**config.mk**
```make
export PLATFORM = sky130hd
export DESIGN_NAME = spi_burst_regport
export DESIGN_NICKNAME = d
export VERILOG_FILES = /design/src/rtl/spireg_pkg.sv /design/src/rtl/spireg_sync.sv /design/src/rtl/spireg_addr_map.sv /design/src/rtl/spi_burst_regport.sv
export SDC_FILE = /design/constraint.sdc
export NUM_CORES = 1
export LEC_CHECK = 0
export ABC_AREA = 1
export BUFFER_PORTS_ARGS = -buffer_cell sky130_fd_sc_hd__buf_2
export CORE_MARGIN = 4
export CORE_UTILIZATION = 48
export CTS_BUF_LIST = sky130_fd_sc_hd__clkbuf_8
export DETAILED_ROUTE_END_ITERATION = 7
export PLACE_DENSITY_LB_ADDON = 0.05
export SYNTH_ARGS = -nofsm -noshare
export SYNTH_HDL_FRONTEND = slang
export SYNTH_SLANG_ARGS = --single-unit
```
**constraint.sdc**
```tcl
create_clock -name clk -period 2.1 [get_ports clk]
set_input_delay 0 -clock clk [delete_from_list [all_inputs] [get_ports clk]]
set_output_delay 0 -clock clk [all_outputs]
set_load 0.05 [all_outputs]
```
**src/rtl/spireg_pkg.sv**
```systemverilog
package spireg_pkg;

    localparam int BYTE_W  = 8;
    localparam int ADDR_W  = BYTE_W - 1;
    localparam int BCNT_W  = $clog2(BYTE_W);

    typedef struct packed {
        logic              active;
        logic              cpol;
        logic              addr_ph;
        logic              wr_mode;
        logic              drive;
        logic              sck_prev;
        logic              miso_bit;
        logic [BCNT_W-1:0] bit_cnt;
        logic [BYTE_W-1:0] rx;
        logic [BYTE_W-1:0] tx;
        logic [ADDR_W-1:0] addr;
        logic [1:0]        rd_wait;
        logic              rd_valid;
        logic              bus_wr;
        logic              bus_rd;
        logic [ADDR_W-1:0] bus_addr;
        logic [BYTE_W-1:0] bus_wdata;
    } port_state_t;

endpackage

```
**src/rtl/spireg_sync.sv**
```systemverilog
module spireg_sync #(
    parameter int WIDTH  = 3,
    parameter int STAGES = 2
) (
    input  logic             clk,
    input  logic             rst_n,
    input  logic [WIDTH-1:0] d_i,
    output logic [WIDTH-1:0] q_o
);

    logic [WIDTH-1:0] stage_q [STAGES];

    for (genvar s = 0; s < STAGES; s++) begin : g_stage
        if (s == 0) begin : g_first
            always_ff @(posedge clk or negedge rst_n) begin
                if (!rst_n) stage_q[s] <= '0;
                else        stage_q[s] <= d_i;
            end
        end else begin : g_next
            always_ff @(posedge clk or negedge rst_n) begin
                if (!rst_n) stage_q[s] <= '0;
                else        stage_q[s] <= stage_q[s-1];
            end
        end
    end

    assign q_o = stage_q[STAGES-1];

endmodule

```
**src/rtl/spireg_addr_map.sv**
```systemverilog
module spireg_addr_map
    import spireg_pkg::*;
#(
    parameter int RAM_DEPTH = 32,
    parameter int CLK_BASE  = 32,
    parameter int CLK_COUNT = 19
) (
    input  logic [ADDR_W-1:0] addr_i,
    output logic              valid_o,
    output logic [ADDR_W-1:0] next_o
);

    localparam logic [ADDR_W-1:0] RAM_LAST  = ADDR_W'(RAM_DEPTH - 1);
    localparam logic [ADDR_W-1:0] CLK_FIRST = ADDR_W'(CLK_BASE);
    localparam logic [ADDR_W-1:0] CLK_LAST  = ADDR_W'(CLK_BASE + CLK_COUNT - 1);

    logic in_ram;
    logic in_clk;

    always_comb begin
        in_ram  = (addr_i <= RAM_LAST);
        in_clk  = (addr_i >= CLK_FIRST) && (addr_i <= CLK_LAST);
        valid_o = in_ram || in_clk;
        if (in_ram) begin
            next_o = (addr_i == RAM_LAST) ? '0 : addr_i + 1'b1;
        end else if (in_clk) begin
            next_o = (addr_i == CLK_LAST) ? CLK_FIRST : addr_i + 1'b1;
        end else begin
            next_o = addr_i + 1'b1;
        end
    end

endmodule

```
**src/rtl/spi_burst_regport.sv**
```systemverilog
module spi_burst_regport
    import spireg_pkg::*;
#(
    parameter int RAM_DEPTH   = 32,
    parameter int CLK_BASE    = 32,
    parameter int CLK_COUNT   = 19,
    parameter int SYNC_STAGES = 2
) (
    input  logic              clk,
    input  logic              rst_n,
    input  logic              spi_sel,
    input  logic              spi_sck,
    input  logic              spi_mosi,
    output logic              spi_miso,
    output logic              spi_miso_oe,
    output logic              bus_wr,
    output logic              bus_rd,
    output logic [ADDR_W-1:0] bus_addr,
    output logic [BYTE_W-1:0] bus_wdata,
    input  logic [BYTE_W-1:0] bus_rdata
);

    localparam logic [ADDR_W-1:0] RAM_LAST  = ADDR_W'(RAM_DEPTH - 1);
    localparam logic [ADDR_W-1:0] CLK_FIRST = ADDR_W'(CLK_BASE);
    localparam logic [ADDR_W-1:0] CLK_LAST  = ADDR_W'(CLK_BASE + CLK_COUNT - 1);
    localparam logic [BCNT_W-1:0] LAST_BIT  = BCNT_W'(BYTE_W - 1);

    port_state_t q, d;

    logic sel_s, sck_s, mosi_s;
    logic [2:0] sync_out;

    spireg_sync #(.WIDTH(3), .STAGES(SYNC_STAGES)) i_sync (
        .clk   (clk),
        .rst_n (rst_n),
        .d_i   ({spi_sel, spi_sck, spi_mosi}),
        .q_o   (sync_out)
    );
    assign {sel_s, sck_s, mosi_s} = sync_out;

    // Current address: validity and successor
    logic              cur_valid;
    logic [ADDR_W-1:0] cur_next;

    spireg_addr_map #(.RAM_DEPTH(RAM_DEPTH), .CLK_BASE(CLK_BASE), .CLK_COUNT(CLK_COUNT)) i_cur_map (
        .addr_i  (q.addr),
        .valid_o (cur_valid),
        .next_o  (cur_next)
    );

    // Prefetch target: validity only
    logic              tgt_valid;
    logic [ADDR_W-1:0] tgt_next_unused;
    logic [ADDR_W-1:0] rd_target;
    logic [BYTE_W-1:0] rx_byte;

    spireg_addr_map #(.RAM_DEPTH(RAM_DEPTH), .CLK_BASE(CLK_BASE), .CLK_COUNT(CLK_COUNT)) i_tgt_map (
        .addr_i  (rd_target),
        .valid_o (tgt_valid),
        .next_o  (tgt_next_unused)
    );

    logic sck_edge, lead, trail, byte_done, is_read;

    always_comb begin
        sck_edge  = q.active && (sck_s != q.sck_prev);
        lead      = sck_edge && (sck_s != q.cpol);
        trail     = sck_edge && (sck_s == q.cpol);
        rx_byte   = {q.rx[BYTE_W-2:0], mosi_s};
        byte_done = trail && (q.bit_cnt == LAST_BIT);
        rd_target = q.addr_ph ? rx_byte[ADDR_W-1:0] : cur_next;
        is_read   = q.addr_ph ? !rx_byte[BYTE_W-1] : !q.wr_mode;

        d          = q;
        d.bus_wr   = 1'b0;
        d.bus_rd   = 1'b0;
        d.sck_prev = sck_s;

        // Read return: wait one cycle for storage, then load the shifter
        if (q.rd_wait == 2'd2) begin
            d.rd_wait = 2'd1;
        end else if (q.rd_wait == 2'd1) begin
            d.rd_wait = 2'd0;
            d.tx      = q.rd_valid ? bus_rdata : '0;
        end

        if (!sel_s) begin
            d.active = 1'b0;
            d.drive  = 1'b0;
        end else if (!q.active) begin
            d.active  = 1'b1;
            d.cpol    = sck_s;
            d.addr_ph = 1'b1;
            d.wr_mode = 1'b0;
            d.drive   = 1'b0;
            d.bit_cnt = '0;
            d.rx      = '0;
        end else begin
            if (lead && !q.addr_ph && !q.wr_mode) begin
                d.drive    = 1'b1;
                d.miso_bit = q.tx[BYTE_W-1];
                d.tx       = {q.tx[BYTE_W-2:0], 1'b0};
            end
            if (trail) begin
                d.rx      = rx_byte;
                d.bit_cnt = q.bit_cnt + 1'b1;
                if (byte_done) begin
                    if (q.addr_ph) begin
                        d.addr_ph = 1'b0;
                        d.wr_mode = rx_byte[BYTE_W-1];
                        d.addr    = rx_byte[ADDR_W-1:0];
                    end else begin
                        d.addr = cur_next;
                        if (q.wr_mode && cur_valid) begin
                            d.bus_wr    = 1'b1;
                            d.bus_addr  = q.addr;
                            d.bus_wdata = rx_byte;
                        end
                    end
                    if (is_read) begin
                        d.bus_rd   = tgt_valid;
                        d.bus_addr = rd_target;
                        d.rd_valid = tgt_valid;
                        d.rd_wait  = 2'd2;
                    end
                end
            end
        end
    end

    always_ff @(posedge clk or negedge rst_n) begin
        if (!rst_n) q <= '0;
        else        q <= d;
    end

    assign spi_miso_oe = q.active && q.drive;
    assign spi_miso    = spi_miso_oe && q.miso_bit;
    assign bus_wr      = q.bus_wr;
    assign bus_rd      = q.bus_rd;
    assign bus_addr    = q.bus_addr;
    assign bus_wdata   = q.bus_wdata;

    p_oe_read_data_r6: assert property (@(posedge clk) disable iff (!rst_n)
        spi_miso_oe |-> (!q.addr_ph && !q.wr_mode))
        else $error("output enabled outside read data");

    p_frame_start_r5: assert property (@(posedge clk) disable iff (!rst_n)
        $rose(q.active) |-> (q.addr_ph && q.bit_cnt == '0 && !spi_miso_oe))
        else $error("frame did not start in command phase");

    p_wr_in_region_r8: assert property (@(posedge clk) disable iff (!rst_n)
        bus_wr |-> ((bus_addr <= RAM_LAST) || (bus_addr >= CLK_FIRST && bus_addr <= CLK_LAST)))
        else $error("write strobe to unmapped address");

    p_wr_after_command_r7: assert property (@(posedge clk) disable iff (!rst_n)
        bus_wr |-> $past(q.active && !q.addr_ph && q.wr_mode))
        else $error("write strobe outside a write data phase");

    p_strobe_excl_r11: assert property (@(posedge clk) disable iff (!rst_n)
        !(bus_wr && bus_rd))
        else $error("read and write strobes together");

    p_rd_single_r11: assert property (@(posedge clk) disable iff (!rst_n)
        bus_rd |=> !bus_rd)
        else $error("read strobe longer than one cycle");

endmodule

```
After elaboration in Yosys (flattened, before gate mapping). Index checks and enable logic that the tools add are counted.

Input bits: 13. Flip-flop bits (word level): 58. Logic and storage cells: 99.

Multiplexer cells: 31. Bitwise operators: 2. Reductions and logical operators: 26. Magnitude comparators: 6. Add/subtract/negate cells: 2. Equality and inequality tests: 13.

Operators with widths (count): 35-bit two-way mux (2); 27-bit two-way mux (2); 8-bit two-way mux (5); 7-bit two-way mux (5); 15-bit two-way mux (2); 11-bit two-way mux (2); 7-bit by 6-bit greater-or-equal comparator with 1-bit output (second input constant) (2); 7-bit by 5-bit <= comparator with 1-bit output (second input constant) (2); 7-bit by 6-bit <= comparator with 1-bit output (second input constant) (2); 6-bit AND reduction (2); 1-bit logical AND (11); 2-bit two-way mux (4); 4-bit AND reduction (2); 7-bit by 1-bit adder with 7-bit output (second input constant) (1); 7-bit by 5-bit equality test with 1-bit output (second input constant) (1); 7-bit by 6-bit equality test with 1-bit output (second input constant) (1); 1-bit two-way mux (7); 3-bit two-way mux (2); 2-bit by 1-bit inequality test with 1-bit output (second input constant) (3); 3-bit AND reduction (2); 5-bit AND reduction (1); 2-bit AND reduction (2); 3-bit by 1-bit adder with 3-bit output (second input constant) (1); 3-bit equality test (second input constant) (1); 10 further kinds (15).

Depth between registers and ports, before layout.
Word-level depth: 13. Depth in mapped cells: 12.

By module. From an unflattened synthesis, not the netlist that was laid out.

Cells, all modules: 394. Area, all modules: 3126.7 um^2.

Modules (own cells, without submodules): spi_burst_regport (cells each 293, seq. area each 1301.2 um^2, instances 1, area an instance 2523.7 um^2); spireg_addr_map (cells each 46, seq. area each 0.0 um^2, instances 2, area an instance 215.2 um^2); spireg_sync (cells each 9, seq. area each 150.1 um^2, instances 1, area an instance 172.7 um^2).

Worst setup path after synthesis. No wires, ideal clock.

Path kind: register -> register. Start point: register q[20] in the netlist's numbering. End point: register q[17] in the netlist's numbering. Data arrival time: 1.544 ns. Data required time: 1.982 ns. Clock period less this slack: 1.662 ns. Stages on the path, launching flop included: 10. Buffers on the path: 0. Slack: 0.438 ns. Cells stage by stage: dfrtp_1 inv_1 ha_1 or2_2 o21ai_0 nand2_1 nand2_1 nand2_1 nand2_1 nand2_1.

Longest elaborated chain between the ends: 8. Elaborated cells between the ends (all ways): 17.

RTL lines: from (decl) (line spi_burst_regport.sv:28) `port_state_t q, d;`; from (signal assigned) (line spi_burst_regport.sv:132) `if (!rst_n) q <= '0;`; from (signal assigned) (line spi_burst_regport.sv:133) `else q <= d;`; 7-bit by 1-bit adder with 7-bit output (tied with other cells) (line spireg_addr_map.sv:25, spireg_addr_map.sv:27, spireg_addr_map.sv:29); 7-bit two-way mux / 1-bit logical AND (equally long branches) (line spireg_addr_map.sv:27, spireg_addr_map.sv:22); 7-bit two-way mux (line spireg_addr_map.sv:26) `end else if (in_clk) begin`; 7-bit two-way mux (*) (line spireg_addr_map.sv:24) `if (in_ram) begin`; 7-bit two-way mux (*) (line spi_burst_regport.sv:71) `rd_target = q.addr_ph ? rx_byte[ADDR_W-1:0] : cur_next;`; 7-bit by 6-bit greater-or-equal comparator with 1-bit output / 7-bit by 6-bit <= comparator with 1-bit output (equally long branches) (line spireg_addr_map.sv:22) `in_clk = (addr_i >= CLK_FIRST) && (addr_i <= CLK_LAST);`; 1-bit logical AND (line spireg_addr_map.sv:22); 1-bit logical OR (*) (line spireg_addr_map.sv:23) `valid_o = in_ram || in_clk;`.

Mark *: on every way between the ends. The rest lies on a longest branch, timed or not. A chain may end at the register's enable or synchronous reset.

Worst setup path in the final report. Same ends and word-level chain as after synthesis.

==> impl_metrics.yaml <==
setup_path:
  critical_path.endpoint_type: "flip-flop"
  timing.critical_path.slowest_stage_cell: "sky130_fd_sc_hd__dfrtp_1"
  ff2ff_setup_slack_ns: 0.21
  critPathLaunchType: "flip-flop"
  crit_chain: "ha_1 > nand2_2 > nor2_4 > nand2_1 > nand2_1 > o21ai_0 > nor2_1 > nand2_1 > nand2_1 > nand2_1 > nand2_1"
  crit_type: "reg -> reg"
  timing.critical_path.arrival_ns: 2.12
  critPathMostFrequentCell: "sky130_fd_sc_hd__nand2_1"
  critical_path.reg2reg.startpoint: "q[20]"
  timing.critical_path.fanout_max: 6
  reg2reg_to: "q[17]"
  delay_contributed_by_the_slowest_stage_of_the_critical_path_ns: 0.44
  worst_r2r_path_depth: 11
  critical_path_required_ns: 2.32
timing:
  clock-skew-final_ns: 0.00780
  final.period_utilization_pct: 90.2
  sum_of_negative_setup_slack_ns: 0
  rsz0062_at_grt: "no"
  final-hold-violation-count: 0
  finalSetupViolCount: 0
  relSlewSlack_pct: 51.4
  max_slew.worst_pin.slew_ns: 0.729
  fmax_mhz: 528
  timing.final.crit_period_ns: 1.89
  report.final.slew_viol_count: 0
global_route:
  gr-usage-all-layers_pct: 17.5
  grt_max_degree: 59
  grt_overflow: 0
  first_pass_grt_wire_length_um: 9980
  antenna_found_initial: 0
  number_of_global_route_vias_before_repair: 2152
clock_network:
  clock_insertion_delay_worst_skew_ns: 0.33
  cts_made_buffers: 9
  clock_path_buffers: 2
  tritoncts: "done"
  ctsHtreeMaxLevel: 3
  cts.sinks: 58
  cts_root_buf: "sky130_fd_sc_hd__clkbuf_8"
  clk_pin_slew_worst_paths_ns: 0.07
synth:
  syn_avg_cell_area_um2: 8.40
  yosysWarningCount: 0
  synth_seq_area_share_pct: 49.5
  synth_cell_type_count: 28
  syn-instance-count: 349
  ys_seq_elements: 58
  mappedNetlistArea_um2: 2930
  syn_nets: 366
pwr:
  sequentialPowerShare_pct: 55.4
  internal-power_mw: 1.58
  leakage_nw: 1.70
  netSwitchingPower_uw: 507
  comb_pwr_share_pct: 5.2
  peakVddDrop_v: 0.000450
  switching_share_pct: 24.2
  power_frac_clock_pct: 39.3
  powerDensity_nw_per_um2: 648
final_layout:
  area_growth_pct: 10.2
  post_route_cells_drive_above_1_share_pct: 20.5
  instances_no_fill: 456
  finish.net_count: 394
  antennaDiodeCount: 0
floorplan:
  fp.dieH_um: 86.1
  floorplan.io_pins: 32
  fp.coreArea_um2: 5920
  placement_rows: 28
  die_width_um: 86.1
  die_area_um2: 7420
  floorplan.initialDensity_pct: 49.5
worst_hold_path:
  hold_path_depth: 5
  min-delay-start: "bus_rdata[7]"
  timing.hold.worst_endpoint: "q[34]"
  worstHoldPathType: "in -> reg"
detailed_routing:
  routed_wire_length_per_instance_um: 12.7
  ant_nets: 0
  num_vias: 2232
  initial_detailed_routing_violation_count: 124
  first_pass_iters: 4
  detail_route.drc_violations: 0
  vias_per_cell: 4.89
  detail_route.wirelength_um: 5790
place:
  dpl.hpwl_um: 4100
  place_congestion: 0.895
  io_buffers: 31
  place.detailed.instances: 436
job:
  drv.max_cap_violation_count: 0
status:
  outcome: "complete, no violations"
power by group through the flow:
| stage | combinational, mW | clock [mW] | sequential (mW) |
|---|---|---|---|
| floorplan | 0.0553 | 0 | 1.18 |
| global placement | 0.102 | 0 | 1.18 |
| detailed placement | 0.103 | 0 | 1.18 |
| CTS | 0.111 | 0.849 | 1.16 |
| global route | 0.127 | 0.904 | 1.16 |
| finish | 0.109 | 0.823 | 1.16 |
synth_stat cells (all sizes together):
| cell type | n | area [um2] |
|---|---|---|
| o21bai | 1 | 7.51 |
| nand4 | 3 | 18.8 |
| clkbuf | 2 | 7.51 |
| dfrtp | 58 | 1450 |
| buf | 20 | 168 |
| xor2 | 1 | 8.76 |
| nand2 | 107 | 429 |
| a21oi | 10 | 50.1 |
| ha | 4 | 50.1 |
| o21ai | 33 | 195 |
| inv | 45 | 169 |
| o21a | 1 | 7.51 |
| o22ai | 7 | 43.8 |
| or2 | 1 | 6.26 |
| nand3 | 28 | 175 |
| nor2 | 28 | 143 |
kinds of logic after synthesis:
kind of cell | after synthesis | synth area share, %
AO/OA/AOI/OAI | 52 | 10.4
XOR/XNOR | 1 | 0.299
AND/OR/NAND/NOR | 167 | 26.3
adder cells (fa/ha/maj) | 4 | 1.71
buffers and inverters | 67 | 11.7
flip-flops | 58 | 49.5
timing repair:
item                                    in CTS  in global routing
setup buffers                                0                  0
hold buffers                                 5                  0
endpoints found under the hold margin       62                  0
endpoints found under the setup margin       0                  2
resized for setup                            0                  1
per-layer routing:
| metal | GRT usage (%) | share of wire, % | wire [um] | vias to the layer above |
|---|---|---|---|---|
| li1 | - | - | - | 1143 |
| met1 | 23.1 | 48 | 2780 | 1033 |
| met2 | 27.3 | 46 | 2660 | 49 |
| met3 | 3.55 | 4.1 | 240 | 7 |
| met4 | 8.63 | 1.9 | 108 | 0 |
| met5 | 0 | 0 | 0 | - |
worst max path at each step:
stage               start  endpoint  cells after the start
global placement    q[20]     q[17]                      9
CTS                 q[20]     q[17]                      9
floorplan           q[20]     q[17]                      9
global route        q[20]     q[17]                     11
detailed placement  q[20]     q[17]                      9
finish              q[20]     q[17]                     11
registers in the layout, summed over array words and instances, names as in the netlist:
register	cells
q	35
bus_wdata	8
bus_addr	7
i_sync.q_o	3
i_sync.stage_q	3
bus_rd	1
bus_wr	1
per-stage QoR:
| step | instance area (um2) | power (mW) | worst slack (ns) | hold WS [ns] | utilization, % |
|---|---|---|---|---|---|
| 6_report | 3230 | 2.09 | 0.205 | 0.0583 | 54.5 |
| 2_1_floorplan | 2930 | 1.23 | 0.438 | -0.296 | - |
| 3_3_place_gp | 3030 | 1.28 | 0.101 | 0.108 | 51.1 |
| 4_1_cts | 3230 | 2.12 | 0.0979 | 0.0412 | 54.5 |
| 3_5_place_dp | 3030 | 1.28 | 0.109 | 0.110 | 51.1 |
| 5_1_grt | 3230 | 2.19 | 0.0794 | 0.0957 | 54.5 |
area by class of cell:
type / instances / area [um2]
clock buffers: 9 / 124
clock inverters: 6 / 27.5
fillers: 556 / 2690
inverters: 45 / 169
multi-input cells: 224 / 1130
flip-flops and latches: 58 / 1450
well taps: 75 / 93.8
repair buffers: 39 / 228
cells in the final DEF, fill, tap and decap left out, types with 2 or more instances in the layout:
| master | synthesis | layout |
|---|---|---|
| sky130_fd_sc_hd__nand3_1 | 24 | 24 |
| sky130_fd_sc_hd__buf_2 | 1 | 31 |
| sky130_fd_sc_hd__o22ai_1 | 7 | 7 |
| sky130_fd_sc_hd__nand2_4 | 2 | 2 |
| sky130_fd_sc_hd__clkinv_2 | 0 | 4 |
| sky130_fd_sc_hd__dlygate4sd3_1 | 0 | 5 |
| sky130_fd_sc_hd__nand4_1 | 3 | 3 |
| sky130_fd_sc_hd__a21oi_1 | 10 | 10 |
| sky130_fd_sc_hd__nor2_4 | 4 | 4 |
| sky130_fd_sc_hd__inv_2 | 4 | 4 |
| sky130_fd_sc_hd__nand2_1 | 100 | 100 |
| sky130_fd_sc_hd__dfrtp_1 | 58 | 58 |
| sky130_fd_sc_hd__nand2_2 | 5 | 5 |
| sky130_fd_sc_hd__buf_4 | 16 | 3 |
| sky130_fd_sc_hd__clkbuf_8 | 0 | 9 |
| sky130_fd_sc_hd__inv_1 | 41 | 43 |
| sky130_fd_sc_hd__o21ai_0 | 23 | 22 |
| sky130_fd_sc_hd__nor2_2 | 3 | 3 |
| sky130_fd_sc_hd__ha_1 | 4 | 4 |
| sky130_fd_sc_hd__o21ai_1 | 2 | 3 |
| sky130_fd_sc_hd__nor2_1 | 21 | 21 |
| sky130_fd_sc_hd__o21ai_2 | 8 | 8 |
| sky130_fd_sc_hd__nand3_4 | 2 | 2 |
| sky130_fd_sc_hd__nand3_2 | 2 | 2 |
critical path, delay by kind of cell, from the launching register on:
family / cells / cell delay (ns)
and+or+nand+nor: 9 / 0.70
DFF: 1 / 0.44
AOI/OAI and AO/OA: 1 / 0.39
adders and majority gates: 1 / 0.25
Power figures use the tool's default switching activity.
